**config.mk**
```make
export PLATFORM = sky130hd
export DESIGN_NAME = cspec_regfile
export DESIGN_NICKNAME = d
export VERILOG_FILES = /design/src/rtl/cspec_pkg.sv /design/src/rtl/cspec_store.sv /design/src/rtl/cspec_bypass.sv /design/src/rtl/cspec_fields.sv /design/src/rtl/cspec_regfile.sv
export SDC_FILE = /design/constraint.sdc
export NUM_CORES = 1
export LEC_CHECK = 0
export ABC_AREA = 1
export ABC_CLOCK_PERIOD_IN_PS = 5800
export BUFFER_PORTS_ARGS = -buffer_cell sky130_fd_sc_hd__buf_4
export CORE_ASPECT_RATIO = 0.75
export CORE_MARGIN = 2
export CORE_UTILIZATION = 50
export DETAILED_ROUTE_END_ITERATION = 10
export PLACE_DENSITY = 0.67
export SLEW_MARGIN = 40
export SYNTH_ARGS = -nofsm -noshare
export SYNTH_HDL_FRONTEND = slang
export SYNTH_SLANG_ARGS = --single-unit
```
**constraint.sdc**
```tcl
create_clock -name clk -period 5.8 [get_ports clk]
set_input_delay 0.29 -clock clk [delete_from_list [all_inputs] [get_ports clk]]
set_output_delay 0.29 -clock clk [all_outputs]
set_load 0.01 [all_outputs]
```
**src/rtl/cspec_pkg.sv**
```systemverilog
package cspec_pkg;
    localparam int unsigned N_ENTRIES = 16;
    localparam int unsigned SEL_W     = $clog2(N_ENTRIES);
    localparam int unsigned GPR_W     = 4;
    localparam int unsigned TAIL_W    = 12;
    localparam int unsigned SPEC_W    = GPR_W + TAIL_W;

    typedef logic [SEL_W-1:0]  sel_t;
    typedef logic [GPR_W-1:0]  gpr_t;

    typedef struct packed {
        gpr_t              first;
        logic [TAIL_W-1:0] tail;
    } spec_t;

    typedef struct packed {
        gpr_t              rs1;
        gpr_t              rs2;
        logic [TAIL_W-1:0] imm;
        logic              valid;
    } fields_t;

    function automatic fields_t split_spec(input spec_t s, input logic en);
        fields_t f;
        f.rs1   = en ? s.first : '0;
        f.rs2   = en ? s.tail[GPR_W-1:0] : '0;
        f.imm   = en ? s.tail : '0;
        f.valid = en;
        return f;
    endfunction
endpackage

```
**src/rtl/cspec_store.sv**
```systemverilog
module cspec_store
    import cspec_pkg::*;
(
    input  logic  clk,
    input  logic  rst,
    input  logic  we,
    input  sel_t  wsel,
    input  spec_t wdata,
    input  sel_t  rsel,
    output spec_t rdata
);
    spec_t entry [N_ENTRIES];

    for (genvar i = 0; i < N_ENTRIES; i++) begin : g_entry
        always_ff @(posedge clk) begin
            if (rst)
                entry[i] <= '0;
            else if (we && wsel == sel_t'(i))
                entry[i] <= wdata;
        end
    end

    assign rdata = entry[rsel];
endmodule

```
**src/rtl/cspec_bypass.sv**
```systemverilog
module cspec_bypass
    import cspec_pkg::*;
(
    input  logic  we,
    input  sel_t  wsel,
    input  spec_t wdata,
    input  logic  re,
    input  sel_t  rsel,
    input  spec_t stored,
    output spec_t chosen
);
    logic hit;
    always_comb begin
        hit    = we && re && (wsel == rsel);
        chosen = hit ? wdata : stored;
    end
endmodule

```
**src/rtl/cspec_fields.sv**
```systemverilog
module cspec_fields
    import cspec_pkg::*;
(
    input  logic    re,
    input  spec_t   spec,
    output fields_t f
);
    always_comb f = split_spec(spec, re);
endmodule

```
**src/rtl/cspec_regfile.sv**
```systemverilog
module cspec_regfile
    import cspec_pkg::*;
(
    input  logic        clk,
    input  logic        rst,
    input  logic        wr_en,
    input  logic [3:0]  wr_sel,
    input  logic [15:0] wr_spec,
    input  logic        rd_en,
    input  logic [3:0]  rd_sel,
    output logic [3:0]  rs1_idx,
    output logic [3:0]  rs2_idx,
    output logic [11:0] imm12,
    output logic        rd_valid
);
    spec_t   stored_q;
    spec_t   chosen;
    fields_t f;

    cspec_store u_store (
        .clk   (clk),
        .rst   (rst),
        .we    (wr_en),
        .wsel  (wr_sel),
        .wdata (spec_t'(wr_spec)),
        .rsel  (rd_sel),
        .rdata (stored_q)
    );

    cspec_bypass u_byp (
        .we     (wr_en),
        .wsel   (wr_sel),
        .wdata  (spec_t'(wr_spec)),
        .re     (rd_en),
        .rsel   (rd_sel),
        .stored (stored_q),
        .chosen (chosen)
    );

    cspec_fields u_fields (
        .re   (rd_en),
        .spec (chosen),
        .f    (f)
    );

    assign rs1_idx  = f.rs1;
    assign rs2_idx  = f.rs2;
    assign imm12    = f.imm;
    assign rd_valid = f.valid;
endmodule

```
Word level (Yosys, flattened, before mapping)
Memories as Yosys holds them, arrays and structs flattened. Index checks and enable logic that the tools add are counted.

Equal/unequal tests: 16. Mux-type cells: 70. Bitwise gates (word level): 16. Reductions and logical operators: 19.

Operators by type and width (count): 2-to-1 mux 16 bit (17); 2-to-1 mux 1 bit (50); equality test 4 bit (second input constant) (8); logical AND 1 bit (18); equality test 4 x 3 -> 1 bit (second input constant) (4); OR 1 bit (16); 2-to-1 mux 12 bit (1); equality test 4 x 2 -> 1 bit (second input constant) (2); 2-to-1 mux 4 bit (2); equality test 4 x 1 -> 1 bit (second input constant) (1); equality test 4 bit (1); zero test 4 bit (1).

Flip-flop bits (word level): 0. Memory bits (writable): 256. Input bits: 28. Logic and storage cells: 122. Memories: 1.

Memory list: u_store.entry (words 16, width 16, rd ports 1, clocked after memory_dff 0, wr ports 16, line cspec_store.sv:12) `spec_t entry [N_ENTRIES];`.

Depth between registers and ports, before layout
Gate-level depths: netlist of run 1.

Depth in word-level cells: 6. Mapped depth: 12. Gate-level depth less buffers: 9.

Modules after synthesis
Synthesis of run 1 repeated with hierarchy kept, for this count alone.

Cell total of the unflattened synthesis: 1519. Area total of the unflattened synthesis: 12942.4 µm².

Modules (own cells, without submodules): cspec_store (instances 1, cells an instance 1399, area each 12344.3 µm², seq. area each 7687.4 µm²); cspec_bypass (instances 1, cells an instance 81, area each 396.6 µm², seq. area each 0.0 µm²); cspec_fields (instances 1, cells an instance 39, area each 201.4 µm², seq. area each 0.0 µm²).

Worst setup path before layout of run 1
Ideal clock, no wire load.

Kind: input-to-reg. From: input port wr_en. To: memory u_store.entry[2][0] in the netlist's numbering (enable). Library setup time: 0.415 ns. Arrival time: 2.105 ns. Required time: 5.385 ns. Path slack: 3.280 ns. Cell stages on the path: 4. Path buffers: 2. Cell sequence: clkbuf_2 -> clkbuf_1 -> nand2_1 -> o31ai_1.

RTL lines: start: declaration (line cspec_regfile.sv:6) `input logic wr_en,`; end: declaration (line cspec_store.sv:12).

Final worst setup path of run 1
From: input port rd_sel[0]. To: output port rs1_idx[0].

Longest elaborated chain between the ends: 4. Elaborated cells between the ends (all ways): 5.

RTL lines: start: declaration (line cspec_regfile.sv:10) `input logic [3:0] rd_sel,`; parallel branches: the longest is 2 deep, another holds memory read (16 x 16 bit); 2-to-1 mux 16 bit * (line cspec_bypass.sv:15) `chosen = hit ? wdata : stored;`; 2-to-1 mux 4 bit * (line cspec_pkg.sv:25) `f.rs1 = en ? s.first : '0;`; end: declaration (line cspec_regfile.sv:11) `output logic [3:0] rs1_idx,`.

Every way passes the cells marked *.

==> flow_metrics.tcl, run 1 <==
set metrics [dict create \
    outcome "completed" \
    grt_max_degree 79 \
    drc 0 \
    final_antenna_net_count 0 \
    p_total_uw 4264 \
    via_per_inst 5.408 \
    setup_violations 0 \
    synthTopCellsByCount "423 x nand2_1, 266 x nor2_1, 256 x edfxtp_1, 188 x inv_1, 188 x nand3_1" \
    cts_root_buf "clkbuf_16" \
    power_density_mw_per_mm2 305.4 \
    avgRoutedWirePerCell_um 19.89 \
    crit_path_max_incr_delay_ns 0.69 \
    drv_slew 0 \
    worst_path_max_delay_cell "buf_4" \
    clk_transition_reported_paths_ns 0.06 \
    cap_violations 0 \
    fmax_mhz 315.9 \
    clock_path_buffers 3 \
    largestRegisters "u_store.entry x256" \
    ys_ff_latch 256 \
    pwr-share-seq 0.510 \
    clkPwrFrac 0.385 \
    avgSynthCellArea_um2 8.652 \
    synthArstFlopShare 0 \
    synth_top_area_share 0.6103 \
    gp_congestion 0.8426 \
    seq_area_frac_synth 0.6103 \
    port_buffers 48 \
    yosys.area.top_type "edfxtp_1" \
    drt_pass1_iterations 6 \
    synth_top_flop_cell "edfxtp_1" \
    rows 50 \
    rsz0062_at_grt "false" \
    fin_crit_ns 3.166 \
    min_path_type "in2reg" \
    top_register "u_store.entry" \
    cp_top_family "buffers and inverters" \
    crit_buf_inv 5 \
    synth.area.top_cells "edfxtp_1 61%, nand2_1 13%, nor2_1 7.9%" \
    critPathMaxFanout 70 \
    crit_type "in2out" \
    hold_violations 0 \
    postCtsHoldBufs 0 \
    numCtsBuffers 27 \
    ys_warn_count 0 \
    worstMarginPinSlew_ns 0.9159 \
    crit_path_end_kind "output port" \
    cp_common_cell "nand3_1" \
    cts_setup_buffers 0 \
    antenna_cells 0 \
    clock_sinks 256 \
    hold_start "wr_sel[2]" \
    critPathLaunchType "input pin" \
    postSynthCellCount 1456 \
    cts-htree-levels 1 \
    syn-cell-area_mm2 0.01260 \
    cts.repair.resized 0 \
    seqCellArea_mm2 0.007687 \
    critical_path.cell_chain "buf_4 -> inv_4 -> buf_4 -> nand2_1 -> nand3_1 -> nand3_1 -> nand3_1 -> nand3_1 -> nand2_1 -> inv_1 -> buf_4" \
    syn2layout_area_growth_pct 10.83 \
    grt_pass1_wl_mm 54.67 \
    synth_cell_types 17 \
    dp_hpwl_mm 21.50 \
    fill_cells 2253 \
    required_ns 5.51 \
    die_w_um 187.3 \
    pwr-share-comb 0.105 \
    layout-drive-gt1-share 0.07531 \
    layout_worst_path_cycle_share 0.5458 \
    synth_fp_nets 1484 \
    finalSetupTns_ns 0 \
    p_int_uw 3205 \
    die_area_mm2 0.02649 \
    track_usage 0.2748 \
    grt-ovfl-total 0 \
    drt_wl_total_mm 36.04 \
    coreArea_mm2 0.02484 \
    start_util 0.5072 \
    leakage_uw 0.006291 \
    dr_total_vias 9800 \
    cts_tree "yes" \
    crit_arrival_ns 2.88 \
    synth_edf_count 256 \
    synth.most_common_cell "nand2_1" \
    die_height_um 141.5 \
    slew_headroom 0.3887 \
    p_sw_frac 0.2484 \
    p_switching_uw 1059 \
    grt_pass1_vias 9055 \
    layout.nets 1483 \
    io-pin-count 49 \
    grt_antenna_before_repair 0 \
    ir_drop_mv 0.2810 \
    startpoint "rd_sel[0]" \
    multiInputGateArea_mm2 0.003799 \
    largest_reg_flops 256 \
    drtIter0Drc 1440 \
]
## metrics by stage
step	instance area, um^2	hold WS (ns)	std cells	util	setup WS, ns
5_1_grt	13960	0.4010	1812	0.5621	2.422
4_1_cts	13930	0.3728	1810	0.5610	2.678
2_1_floorplan	12600	0.5662	1456	-	3.280
3_5_place_dp	13120	0.8079	1762	0.5282	2.677
3_3_place_gp	13070	0.8032	1758	0.5262	2.485
6_report	13960	0.3857	1812	0.5621	2.634
## power groups by stage
stage / Clock, uW / Combinational [uW] / Sequential (uW)
2_1_floorplan: 0 / 274 / 2210
3_3_place_gp: 0 / 434 / 2210
3_5_place_dp: 0 / 436 / 2210
4_1_cts: 1650 / 439 / 2180
5_1_grt: 1720 / 492 / 2190
6_report: 1640 / 448 / 2180
## cell type report
cell class                      count  share of cell area
Clock inverter                     13            0.007797
Clock buffer                       35             0.05055
Inverter                          190             0.05126
Sequential cell                   256              0.5506
Multi-Input combinational cell    913              0.2721
Timing Repair Buffer               67             0.03737
Tap cell                          338             0.03029
## kinds of logic after synthesis
kind of cell,Yosys count,share of synthesized area
and+or+nand+nor,889,0.2867
buffers and inverters,287,0.08999
DFF,256,0.6103
AOI/OAI and AO/OA,24,0.01311
## routing by layer
metal / GRT usage / wire length, um
met5: 0 / 0
met4: 0.08647 / 1134
met3: 0.07692 / 4925
met2: 0.3880 / 14840
met1: 0.4102 / 15140
## cell usage in the layout, fill, tap and decap left out
cell type / instances
buf_4: 62
buf_6: 5
bufinv_16: 2
clkbuf_1: 8
clkbuf_16: 27
clkinv_1: 11
clkinv_2: 3
clkinvlp_4: 1
edfxtp_1: 256
inv_1: 182
inv_2: 3
inv_4: 1
nand2_1: 420
nand2_2: 3
nand3_1: 187
nand3_2: 1
nand4_1: 10
nor2_1: 266
nor3_1: 1
nor3_4: 1
o21ai_1: 6
o21bai_1: 16
o31ai_2: 2
## path summary, 6_finish.rpt
check	depth (start not counted)	slack (ns)	to
worst min-delay path	3	0.39	u_store.entry[1][5]$_SDFFCE_PN0P_
worst max-delay path	11	2.63	rs1_idx[0]
Power figures use the tool's default switching activity.
==> run 2: changes to the inputs <==
--- a/config.mk
+++ b/config.mk
@@ -6,13 +6,13 @@
 export NUM_CORES = 1
 export LEC_CHECK = 0
 export ABC_AREA = 1
-export ABC_CLOCK_PERIOD_IN_PS = 5800
+export ABC_CLOCK_PERIOD_IN_PS = 2850
 export BUFFER_PORTS_ARGS = -buffer_cell sky130_fd_sc_hd__buf_4
 export CORE_ASPECT_RATIO = 0.75
 export CORE_MARGIN = 2
 export CORE_UTILIZATION = 50
 export DETAILED_ROUTE_END_ITERATION = 10
-export PLACE_DENSITY = 0.67
+export PLACE_DENSITY = 0.69
 export SLEW_MARGIN = 40
 export SYNTH_ARGS = -nofsm -noshare
 export SYNTH_HDL_FRONTEND = slang
==> constraint.sdc (replaced) <==
create_clock -name clk -period 2.85 [get_ports clk]
set_input_delay 0.1425 -clock clk [delete_from_list [all_inputs] [get_ports clk]]
set_output_delay 0.1425 -clock clk [all_outputs]
set_load 0.01 [all_outputs]
==> flow_metrics.tcl, run 2 (synthesis results as in run 1) <==
set metrics [dict create \
    syn2layout_area_growth_pct 11.78 \
    clkPwrFrac 0.371 \
    numCtsBuffers 25 \
    p_int_uw 6413 \
    final_antenna_net_count 0 \
    whs_path_depth 3 \
    cts_tree "yes" \
    largest_reg_flops 256 \
    layout_commonest_cell "nand2_1" \
    required_ns 2.71 \
    rsz0062_at_grt "false" \
    critPathLaunchType "input pin" \
    postCtsHoldBufs 0 \
    port_buffers 48 \
    dr_total_vias 9854 \
    clock_path_buffers 3 \
    slew_headroom 0.4083 \
    p_sw_frac 0.2457 \
    cts.repair.resized 0 \
    clock_sinks 256 \
    crit_arrival_ns 1.97 \
    layout.cells.non_filler 1830 \
    layout.nets 1502 \
    largestRegisters "u_store.entry x256" \
    antenna_cells 0 \
    holdPathEnd "u_store.entry[5][8]$_SDFFCE_PN0P_" \
    critPathMaxFanout 42 \
    post_dp_cell_area_mm2 0.01332 \
    cts_setup_buffers 0 \
    crit_path_end_kind "output port" \
    grt_antenna_before_repair 2 \
    coreArea_mm2 0.02484 \
    cap_violations 0 \
    hold_violations 0 \
    rows 50 \
    cts-htree-levels 1 \
    gp_congestion 0.9147 \
    pwr-share-seq 0.520 \
    track_usage 0.2683 \
    seqCellArea_mm2 0.007687 \
    drt_pass1_iterations 6 \
    die_height_um 141.5 \
    grt-ovfl-total 0 \
    grt_pass1_vias 9041 \
    drtIter0Drc 1242 \
    top_register "u_store.entry" \
    outcome "completed" \
    grt_pass1_wl_mm 53.67 \
    hold_start "wr_spec[8]" \
    grt_max_degree 121 \
    avgRoutedWirePerCell_um 19.19 \
    layout_common_cells "423 x nand2_1, 266 x nor2_1, 256 x edfxtp_1, 188 x nand3_1, 182 x inv_1" \
    layout_worst_path_cycle_share 0.7417 \
    p_switching_uw 2089 \
    finalSetupTns_ns 0 \
    via_per_inst 5.385 \
    ir_drop_mv 0.4241 \
    cts_root_buf "clkbuf_16" \
    setup_violations 0 \
    crit_type "in2out" \
    die_area_mm2 0.02649 \
    fill_cells 2214 \
    leakage_uw 0.006379 \
    io-pin-count 49 \
    power_density_mw_per_mm2 603.8 \
    drt_wl_total_mm 35.12 \
    dp_hpwl_mm 21.39 \
    fin_area_mm2 0.01408 \
    worstMarginPinSlew_ns 0.8865 \
    clk_transition_reported_paths_ns 0.06 \
    pwr-share-comb 0.109 \
    fin_crit_ns 2.114 \
    drc 0 \
    die_w_um 187.3 \
    layout-drive-gt1-share 0.08579 \
    min_path_type "in2reg" \
    place_inst 1785 \
    multiInputGateArea_mm2 0.003786 \
    drv_slew 0 \
    fmax_mhz 473.1 \
    start_util 0.5072 \
]
==> run 2: changes by cell type in the layout (fill, tap and decap cells not counted), sizes merged <==
cell	change
buf	+21
inv	+2
clkinv	-1
clkinvlp	-1
clkbuf	-3
==> run 2: worst max path at each step <==
stage                                        start                                 to  slack (ns)
6_report                                 rd_sel[1]                         rs1_idx[2]        0.74
5_1_grt                                  rd_sel[0]                           imm12[0]        0.60
4_1_cts        u_store.entry[13][12]$_SDFFCE_PN0P_                         rs1_idx[0]        0.83
3_5_place_dp                             rd_sel[1]                           imm12[6]        0.85
3_3_place_gp                             rd_sel[1]                           imm12[6]        0.88
2_1_floorplan                                wr_en  u_store.entry[2][0]$_SDFFCE_PN0P_        0.48
==> run 2: area by class of cell <==
type | instances | area share
clock buffer | 32 | 0.04629
clock inverter | 13 | 0.007553
inverter | 190 | 0.05083
multi-input combinational | 913 | 0.2689
sequential | 256 | 0.5459
tap | 338 | 0.03003
timing repair buffer | 88 | 0.05047
==> run 2: per-layer routing <==
metal | global-route usage | share of wire
met4 | 0.07853 | 0.026
met3 | 0.07494 | 0.13
met1 | 0.4049 | 0.43
met2 | 0.3768 | 0.41
met5 | 0 | 0.00037
==> run 2: power by group through the flow <==
stage | clock network, uW | logic, uW | registers, uW
3_5_place_dp | 0 | 905 | 4500
6_report | 3150 | 927 | 4420
4_1_cts | 3180 | 909 | 4420
2_1_floorplan | 0 | 558 | 4490
3_3_place_gp | 0 | 896 | 4490
5_1_grt | 3320 | 1020 | 4440
==> run 2: per-stage QoR <==
step           total power [uW]  utilization  hold slack [ns]  setup slack, ns
2_1_floorplan              5045            -           0.3768           0.4776
3_3_place_gp               5390       0.5364           0.5077           0.8793
3_5_place_dp               5407       0.5364           0.5098           0.8535
4_1_cts                    8507       0.5670           0.1488           0.8327
5_1_grt                    8774       0.5670           0.1830           0.5975
6_report                   8502       0.5670           0.1679           0.7362
==> run 2: worst max-delay path, cell delays in order <==
cell and delay, ns:
buf_4 0.32, buf_4 0.54, nand3_1 0.15, nand3_1 0.27, nand3_1 0.18, nand3_1 0.11
nand2_1 0.05, inv_1 0.05, buf_4 0.11
